===== config.mk =====
export PLATFORM = sky130hd
export DESIGN_NAME = nor_cmd_seq
export DESIGN_NICKNAME = d
export VERILOG_FILES = /design/src/rtl/nor_cmd_seq.sv
export SDC_FILE = /design/constraint.sdc
export NUM_CORES = 2
export LEC_CHECK = 0
export BUFFER_PORTS_ARGS = -buffer_cell sky130_fd_sc_hd__buf_2
export CAP_MARGIN = 0
export CORE_MARGIN = 3
export CORE_UTILIZATION = 58
export DETAILED_ROUTE_END_ITERATION = 12
export GPL_ROUTABILITY_DRIVEN = 0
export HOLD_SLACK_MARGIN = 0.03
export PLACE_DENSITY = 0.77
export SYNTH_ARGS = -nofsm -noshare
export SYNTH_HDL_FRONTEND = slang
export SYNTH_SLANG_ARGS = --single-unit

===== constraint.sdc =====
create_clock -name clk -period 3.12 [get_ports clk]
set_input_delay 0.156 -clock clk [delete_from_list [all_inputs] [get_ports clk]]
set_output_delay 0.156 -clock clk [all_outputs]
set_load 0.02 [all_outputs]

===== src/rtl/nor_cmd_seq.sv =====
module nor_cmd_seq #(
  parameter int AW       = 12,
  parameter int MW       = 6,
  parameter int SB       = 2,
  parameter int PGM_CYC  = 8,
  parameter int ERS_CYC  = 20,
  parameter int WIN_CYC  = 8,
  parameter int PROT_CYC = 3
) (
  input  logic                 clk,
  input  logic                 rst_n,
  input  logic                 we,
  input  logic                 re,
  input  logic [AW-1:0]        addr,
  input  logic [15:0]          wdata,
  input  logic [(1<<SB)-1:0]   prot,
  output logic [15:0]          rdata,
  output logic                 busy,
  output logic                 ers_susp,
  output logic                 pgm_susp
);
  localparam int DEPTH = 1 << MW;
  localparam int NSEC  = 1 << SB;
  localparam int SW    = MW - SB;
  localparam int TMAX  = (ERS_CYC > PGM_CYC) ? ERS_CYC : PGM_CYC;
  localparam int TW    = $clog2(TMAX + 1);
  localparam int WW    = $clog2(WIN_CYC + 1);

  typedef enum logic [2:0] {S_RD, S_U1, S_U2, S_PA, S_E1, S_E2, S_EC} seq_t;
  typedef enum logic [2:0] {OP_NONE, OP_PGM, OP_PGM_SUSP, OP_ERS_WIN,
                            OP_ERS, OP_ERS_SUSP, OP_CHIP, OP_PROT} op_t;

  seq_t seq;
  op_t  op;
  logic [15:0]   mem [DEPTH];
  logic [TW-1:0] tmr;
  logic [WW-1:0] wcnt;
  logic [NSEC-1:0] emask;
  logic [MW-1:0] paddr;
  logic [15:0]   pdata;
  logic          sb7, rs_hold, tog;

  wire [7:0]    cmd    = wdata[7:0];
  wire          a555   = addr[11:0] == 12'h555;
  wire          a2aa   = addr[11:0] == 12'h2AA;
  wire [SB-1:0] wsec   = addr[MW-1:SW];
  wire [SB-1:0] psec   = paddr[MW-1:SW];
  wire [NSEC-1:0] secbit = NSEC'(1) << wsec;
  wire          idle_w = we && op == OP_NONE;
  wire          pgm_go = idle_w && seq == S_PA;
  wire          ers_go = idle_w && seq == S_EC && cmd == 8'h30;
  wire          chp_go = idle_w && seq == S_EC && cmd == 8'h10 && a555;
  wire          ers_run = op == OP_ERS || op == OP_CHIP;
  wire          stat_sel = op == OP_PGM || op == OP_PROT ||
                           ((op == OP_ERS_WIN || ers_run) && emask[wsec]);

  assign busy     = op == OP_PGM || op == OP_PROT || op == OP_ERS_WIN || ers_run;
  assign ers_susp = op == OP_ERS_SUSP;
  assign pgm_susp = op == OP_PGM_SUSP;

  always_ff @(posedge clk) begin
    if (!rst_n) seq <= S_RD;
    else if (idle_w) begin
      if (cmd == 8'hF0 && seq != S_PA) seq <= S_RD;
      else case (seq)
        S_RD:    seq <= (a555 && cmd == 8'hAA) ? S_U1 : S_RD;
        S_U1:    seq <= (a2aa && cmd == 8'h55) ? S_U2 : S_RD;
        S_U2:    seq <= (a555 && cmd == 8'hA0) ? S_PA :
                        (a555 && cmd == 8'h80) ? S_E1 : S_RD;
        S_E1:    seq <= (a555 && cmd == 8'hAA) ? S_E2 : S_RD;
        S_E2:    seq <= (a2aa && cmd == 8'h55) ? S_EC : S_RD;
        default: seq <= S_RD;
      endcase
    end
  end

  always_ff @(posedge clk) begin
    if (!rst_n) begin
      op <= OP_NONE; tmr <= '0; wcnt <= '0; emask <= '0;
      paddr <= '0; pdata <= '0; sb7 <= 1'b0; rs_hold <= 1'b0;
    end else begin
      case (op)
        OP_NONE: begin
          if (pgm_go) begin
            paddr   <= addr[MW-1:0];
            pdata   <= wdata;
            sb7     <= ~wdata[7];
            rs_hold <= 1'b0;
            op      <= prot[wsec] ? OP_PROT : OP_PGM;
            tmr     <= prot[wsec] ? TW'(PROT_CYC - 1) : TW'(PGM_CYC - 1);
          end else if (ers_go) begin
            sb7   <= 1'b0;
            emask <= secbit & ~prot;
            wcnt  <= WW'(WIN_CYC - 1);
            op    <= OP_ERS_WIN;
          end else if (chp_go) begin
            sb7   <= 1'b0;
            emask <= ~prot;
            op    <= (&prot) ? OP_PROT : OP_CHIP;
            tmr   <= (&prot) ? TW'(PROT_CYC - 1) : TW'(ERS_CYC - 1);
          end
        end
        OP_PGM: begin
          if (tmr == '0) op <= OP_NONE;
          else if (we && cmd == 8'hB0 && !rs_hold) op <= OP_PGM_SUSP;
          else begin tmr <= tmr - 1'b1; rs_hold <= 1'b0; end
        end
        OP_PGM_SUSP: if (we && cmd == 8'h30) begin op <= OP_PGM; rs_hold <= 1'b1; end
        OP_ERS_WIN: begin
          if (we && cmd == 8'h30) begin
            emask <= emask | (secbit & ~prot);
            wcnt  <= WW'(WIN_CYC - 1);
          end else if (we && cmd == 8'hB0) begin
            op <= OP_NONE; emask <= '0;
          end else if (wcnt == '0) begin
            op  <= (emask == '0) ? OP_PROT : OP_ERS;
            tmr <= (emask == '0) ? TW'(PROT_CYC - 1) : TW'(ERS_CYC - 1);
          end else wcnt <= wcnt - 1'b1;
        end
        OP_ERS: begin
          if (tmr == '0) begin op <= OP_NONE; emask <= '0; end
          else if (we && cmd == 8'hB0) op <= OP_ERS_SUSP;
          else tmr <= tmr - 1'b1;
        end
        OP_ERS_SUSP: if (we && cmd == 8'h30) op <= OP_ERS;
        default: begin
          if (tmr == '0) begin op <= OP_NONE; emask <= '0; end
          else tmr <= tmr - 1'b1;
        end
      endcase
    end
  end

  always_ff @(posedge clk) begin
    if (!rst_n) begin
      for (int i = 0; i < DEPTH; i++) mem[i] <= 16'hFFFF;
    end else if (tmr == '0) begin
      if (op == OP_PGM) mem[paddr] <= mem[paddr] & pdata;
      if (ers_run)
        for (int i = 0; i < DEPTH; i++)
          if (emask[SB'(i >> SW)]) mem[i] <= 16'hFFFF;
    end
  end

  always_ff @(posedge clk) begin
    if (!rst_n) begin
      rdata <= '0; tog <= 1'b0;
    end else if (re) begin
      if (stat_sel) begin
        rdata <= {8'h00, sb7, tog, 2'b00, ers_run, 3'b000};
        tog   <= ~tog;
      end else rdata <= mem[addr[MW-1:0]];
    end
  end

  assert_ers_susp_src_R7: assert property (@(posedge clk) disable iff (!rst_n)
    $rose(ers_susp) |-> $past(op) == OP_ERS);
  assert_chip_no_susp_R7: assert property (@(posedge clk) disable iff (!rst_n)
    (op == OP_CHIP) |=> (op == OP_CHIP || op == OP_NONE));
  assert_pgm_susp_progress_R8: assert property (@(posedge clk) disable iff (!rst_n)
    $rose(pgm_susp) |-> $past(op == OP_PGM && !rs_hold));
  assert_window_abort_R6: assert property (@(posedge clk) disable iff (!rst_n)
    (op == OP_ERS_WIN && we && cmd == 8'hB0) |=> op == OP_NONE);
  assert_window_restart_R5: assert property (@(posedge clk) disable iff (!rst_n)
    (op == OP_ERS_WIN && we && cmd == 8'h30) |=> (op == OP_ERS_WIN && wcnt == WW'(WIN_CYC - 1)));
  assert_prot_target_R10: assert property (@(posedge clk) disable iff (!rst_n)
    (op == OP_PGM) |-> !prot[psec]);
endmodule


After elaboration in Yosys (flattened, before gate mapping)
Memory sizes are Yosys's and may differ from the RTL's. A register that Yosys moved wholly into a read port is not among the register bits.
Cells that the tools add are included.
{"block": "op_classes", "n_lt_le_gt_ge": 1, "n_shift": 1, "bitwise": 72, "n_reduce_logical": 44, "add_sub_neg": 2, "n_mux": 154, "eq_ne": 47}
{"operator": "$mux 16", "count": 66}
{"operator": "$mux 5", "count": 13}
{"operator": "$or 1x1->1", "count": 64}
{"operator": "$mux 3", "count": 20}
{"operator": "$mux 4", "count": 11}
{"operator": "$eq 8x8->1 const B", "count": 5}
{"operator": "$mux 1", "count": 31}
{"operator": "$pmux 5 s5", "count": 1}
{"operator": "$eq 3x3->1 const B", "count": 7}
{"operator": "$mux 6", "count": 3}
{"operator": "$ne 2x2->1 const B", "count": 9}
{"operator": "$pmux 3 s6", "count": 1}
{"operator": "$and 16x16->16", "count": 1}
{"operator": "$reduce_or 16->1", "count": 1}
{"operator": "$logic_and 1x1->1", "count": 15}
{"operator": "$ne 3x3->1 const B", "count": 5}
{"operator": "$pmux 3 s5", "count": 1}
{"operator": "$reduce_and 5->1", "count": 3}
{"operator": "$eq 12x10->1 const B", "count": 1}
{"operator": "$eq 12x11->1 const B", "count": 1}
{"operator": "$eq 3x2->1 const B", "count": 4}
{"operator": "$ne 3x1->1 const B", "count": 4}
{"operator": "$pmux 4 s3", "count": 1}
{"operator": "$reduce_and 11->1", "count": 1}
{"operator": "32 further kinds", "count": 52}
{"block": "word_totals", "inputBits": 36, "word_cells": 333, "ramBits": 1024, "register_bits": 60, "mem_count": 1}
{"name": "mem", "depth": 64, "width": 16, "read_ports": 2, "rd_ports_with_merged_regs": 1, "wr": 64, "line": "35", "rtl": "logic [15:0] mem [DEPTH];"}

Depth between registers and ports, before layout
{"block": "logic_depth", "depth_word": 9, "mapped_depth": 12, "depth_no_buf": 8}

Worst setup path before layout
Ideal clock, no wire load.
{"block": "synth_path", "path_type": "flip-flop to flip-flop", "start": "register tmr[0]", "end": "memory mem[1][0], enable pin", "path_stages_with_launch": 9, "required_time_ps": 2709, "t_arrival_ps": 2977, "period_less_slack_ps": 3388, "setup_slack_ps": -268, "path_buffers": 2, "path_cell_list": "dfxtp_1 -> inv_1 -> ha_1 -> nor4b_2 -> nand3b_1 -> or4_1 -> clkbuf_1 -> buf_2 -> o21ai_0"}
{"element": "start: declaration", "line": "36", "rtl": "logic [TW-1:0] tmr;"}
{"element": "start signal: assignment", "line": "90", "rtl": "tmr <= prot[wsec] ? TW'(PROT_CYC - 1) : TW'(PGM_CYC - 1);"}
{"element": "start signal: assignment", "line": "100", "rtl": "tmr <= (&prot) ? TW'(PROT_CYC - 1) : TW'(ERS_CYC - 1);"}
{"element": "start signal: assignment", "line": "117", "rtl": "tmr <= (emask == '0) ? TW'(PROT_CYC - 1) : TW'(ERS_CYC - 1);"}
{"element": "end: declaration", "line": "35"}

==> run metrics <==
outcome=finished with violations; failing checks=negative setup slack; Hold Crit Depth=6; CP Capture Type=flip-flop; CP max stage delay=0.49 ns; Worst slew margin=10.8%; Initial Util=58.8%; clock skew=between 0.04 and 0.05 ns; Sink Count=approximately 1100; ys async rst share=0%; crit path max fanout=48; min cycle time layout=roughly 3.2 ns; layout cell share with drive strength beyond 1=28.2%; CTS tree=done; syn_nets=4247; DPL Wire Length=between 100 and 150 mm; Filler Cell Count=6133; Min-Delay Path Class=input pin to flip-flop; number of max-cap violations=0; worst r2r dst=mem[53][12]$_SDFFCE_PN1P_; critical path required time=between 3 and 4 ns; flop2flop setup slack=-0.08 ns; # IOs=55; Core Footprint=0.0954 mm^2; largest net degree at the start of global routing=49; Area contributors post-synth=edfxtp_1 (55%), mux4_2 (18%), nand2_1 (8.0%), mux2i_1 (4.1%), dfxtp_1 (2.4%); crit share post-route=103%; initial antenna violation count=9; First-pass DRT Iterations=10; later-pin clock latency in the skew report=0.72 ns; Die Ht=about 320 um; sequential share of the synthesized area=57.2%; iteration-0 DRC count of the detailed router=8473; GRT Total Usage=42.0%; Post-synth top flop=edfxtp_1; root buf cell=clkbuf_16; measured slew at the worst slew-check pin=1.33 ns; die area=between 0.1 and 0.15 mm^2; Max Slew Vio Count=0; DR vias/cell=roughly 7.5; commonest non-fill, non-tap cell in the layout=nand2_1; Hold Path Origin=addr[5]; DRC errors left=0; Max VDD drop=0.484 mV; Critical Path AT=3.62 ns; Synth Area per Inst=13.3 um^2; worst path cell trace=buf_12, buf_12, buf_4, mux4_2, nand2_1, o2111ai_1, a22oi_2, buf_12, nand2_1; IO Port Bufs=54; Clock transition at path regs=0.07 ns; Yosys reg bits=roughly 1100; ANT nets after route=0; f_max=313 MHz; total count of hold-check failures in the final report=0; Mapped Area=0.0561 mm^2; PnR worst setup slack=-0.0793 ns; CTS max path bufs=3; TritonCTS Buffers=110; Area growth, synth to finish=17.6%; number of flops mapped to enable cells by yosys=1024; WS Path Type=flip-flop to flip-flop; Final setup viols=153; final wirelength=approximately 210 mm; Netlist cell types=84; hold endpoint=emask[0]$_SDFFE_PN0P_; leak pwr=17.1 nW; post-synth top area cell=edfxtp_1; Wirelength per Cell=36.4 um; most frequent cells in the layout=nand2_1 (1192), edfxtp_1 (1024), mux4_2 (443); sum of negative setup slack=-2.64 ns; CP dominant cell by count=buf_12; CP Launch Type=flip-flop; share of the synthesized area in the top cell type=54.8%; Power per Cell Area=508 mW/mm^2; remaining global-route overflow=0; cell row count=113; H-tree depth=3; Finished Layout Cells=5851; global-route wire length before repair=298 mm; YS warnings=0; Final #Nets=about 4500; Critical Path Slowest Stage Cell=mux4_2; vias in the first global route=42800; Register-to-Register Path Depth=9; via count=43600; Placed Instances=between 5000 and 6000; Die W=317 um; Mapped Cells=4208
-- repair_timing --
action / 4_1_cts / 5_1_grt
resized for setup: 10 / 31
hold buffers: 24 / 0
endpoints found under the hold margin: 26 / 0
setup buffers: 8 / 14
pin swaps: 1 / 7
endpoints found under the setup margin: 261 / 725
gates cloned: 1 / 4
-- final cells by class --
cell class | count | area [um^2] | area share, %
tap | 1265 | 1580 | 2.40
multi-input combinational | 2697 | 22600 | 34.2
inverter | 13 | 48.8 | 0.0740
antenna | 7 | 17.5 | 0.0266
clock buffer | 139 | 3050 | 4.62
timing repair buffer | 571 | 5820 | 8.82
sequential | 1090 | 32100 | 48.6
clock inverter | 69 | 788 | 1.20
-- report_power, final --
group	total (mW)	switching [mW]	internal [mW]
Sequential	16.3	0.189	16.1
Combinational	3.10	2.05	1.05
Clock	14.1	5.82	8.31
-- registers in the layout, indices dropped and copies added (netlist names), 3 cells and up, named ones only --
name and cells:
pdata 16, seq 3, mem 1024, emask 4, tmr 5, wcnt 4, paddr 6, rdata 16
op 3
-- kinds of logic (layout without fill, tap and decap cells) --
family | after synthesis | in the layout | share of synthesized area, %
adder cells (fa/ha/maj) | 3 | 3 | 0.0669
AND/OR/NAND/NOR | 1520 | 1520 | 11.3
other | 0 | 7 | 0
buffers and inverters | 421 | 792 | 3.37
multiplexers | 681 | 681 | 22.1
AO/OA/AOI/OAI | 490 | 490 | 5.98
flip-flops | 1090 | 1090 | 57.2
XOR/XNOR | 3 | 3 | 0.0469
-- synth_stat cells, types with 4 or more instances --
| library cell | number |
|---|---|
| a22o_1 | 12 |
| nand2b_1 | 19 |
| nor3b_1 | 5 |
| nor2b_1 | 43 |
| nand3_1 | 37 |
| inv_1 | 12 |
| edfxtp_1 | 1024 |
| nor2_1 | 105 |
| a22oi_2 | 9 |
| buf_4 | 20 |
| a21oi_1 | 97 |
| o22ai_1 | 30 |
| mux2_2 | 7 |
| dfxtp_1 | 66 |
| nand4_1 | 8 |
| o2111ai_1 | 18 |
| nand2_1 | 1192 |
| mux2i_1 | 231 |
| and2_1 | 10 |
| a31oi_1 | 6 |
| a22oi_1 | 120 |
| o211ai_1 | 15 |
| buf_1 | 27 |
| nor4b_1 | 13 |
| buf_2 | 175 |
| a32oi_1 | 4 |
| a211oi_1 | 20 |
| nand4b_1 | 4 |
| o21ai_0 | 99 |
| nor3_1 | 21 |
| nand3b_1 | 15 |
| or2_2 | 4 |
| mux4_2 | 443 |
| o21ai_1 | 6 |
| a221oi_1 | 17 |
| clkbuf_1 | 184 |
| or3_1 | 10 |
| nor4_1 | 8 |
-- per-layer routing --
metal,part of all wire [%],track usage [%],wire length (um)
met5,0.054,0.242,115
met4,10,31.6,21800
met3,19,19.2,40900
met2,42,59.8,88500
met1,29,50.1,61400
-- how the worst max path moves through the flow --
stage / from / to / slack, ns / depth (start not counted)
finish: flip-flop / mem[53][12]$_SDFFCE_PN1P_ / -0.08 / 9
global route: flip-flop / mem[49][8]$_SDFFCE_PN1P_ / -0.07 / 11
global placement: flip-flop / mem[41][7]$_SDFFCE_PN1P_ / -0.18 / 8
floorplan: tmr[0]$_SDFFE_PN0P_ / mem[1][0]$_SDFFCE_PN1P_ / -0.27 / 8
CTS: flip-flop / mem[52][8]$_SDFFCE_PN1P_ / 0.02 / 11
detailed placement: flip-flop / mem[58][7]$_SDFFCE_PN1P_ / -0.25 / 8
-- per-stage QoR --
step / hold slack, ns / worst slack [ns] / instance area, um^2 / total power [mW] / utilization (%)
finish: 0.0671 / -0.0793 / 66000 / 33.5 / 69.1
global route: 0.100 / -0.0679 / 65900 / 34.1 / 69.1
CTS: 0.0397 / 0.0221 / 65600 / 33.3 / 68.7
detailed placement: 0.420 / -0.248 / 61300 / 19.5 / 64.2
global placement: 0.409 / -0.185 / 61300 / 19.4 / 64.2
floorplan: 0.292 / -0.268 / 56100 / 18.1 / -
-- critical path, delay by kind of cell, from the launching register on --
kind,cells,cell delay [ns]
multiplexers,1,0.49
AO/OA/AOI/OAI,2,0.85
AND/OR/NAND/NOR,2,0.22
buffers and inverters,4,0.87
flip-flops,1,0.43
Power figures use the tool's default switching activity.
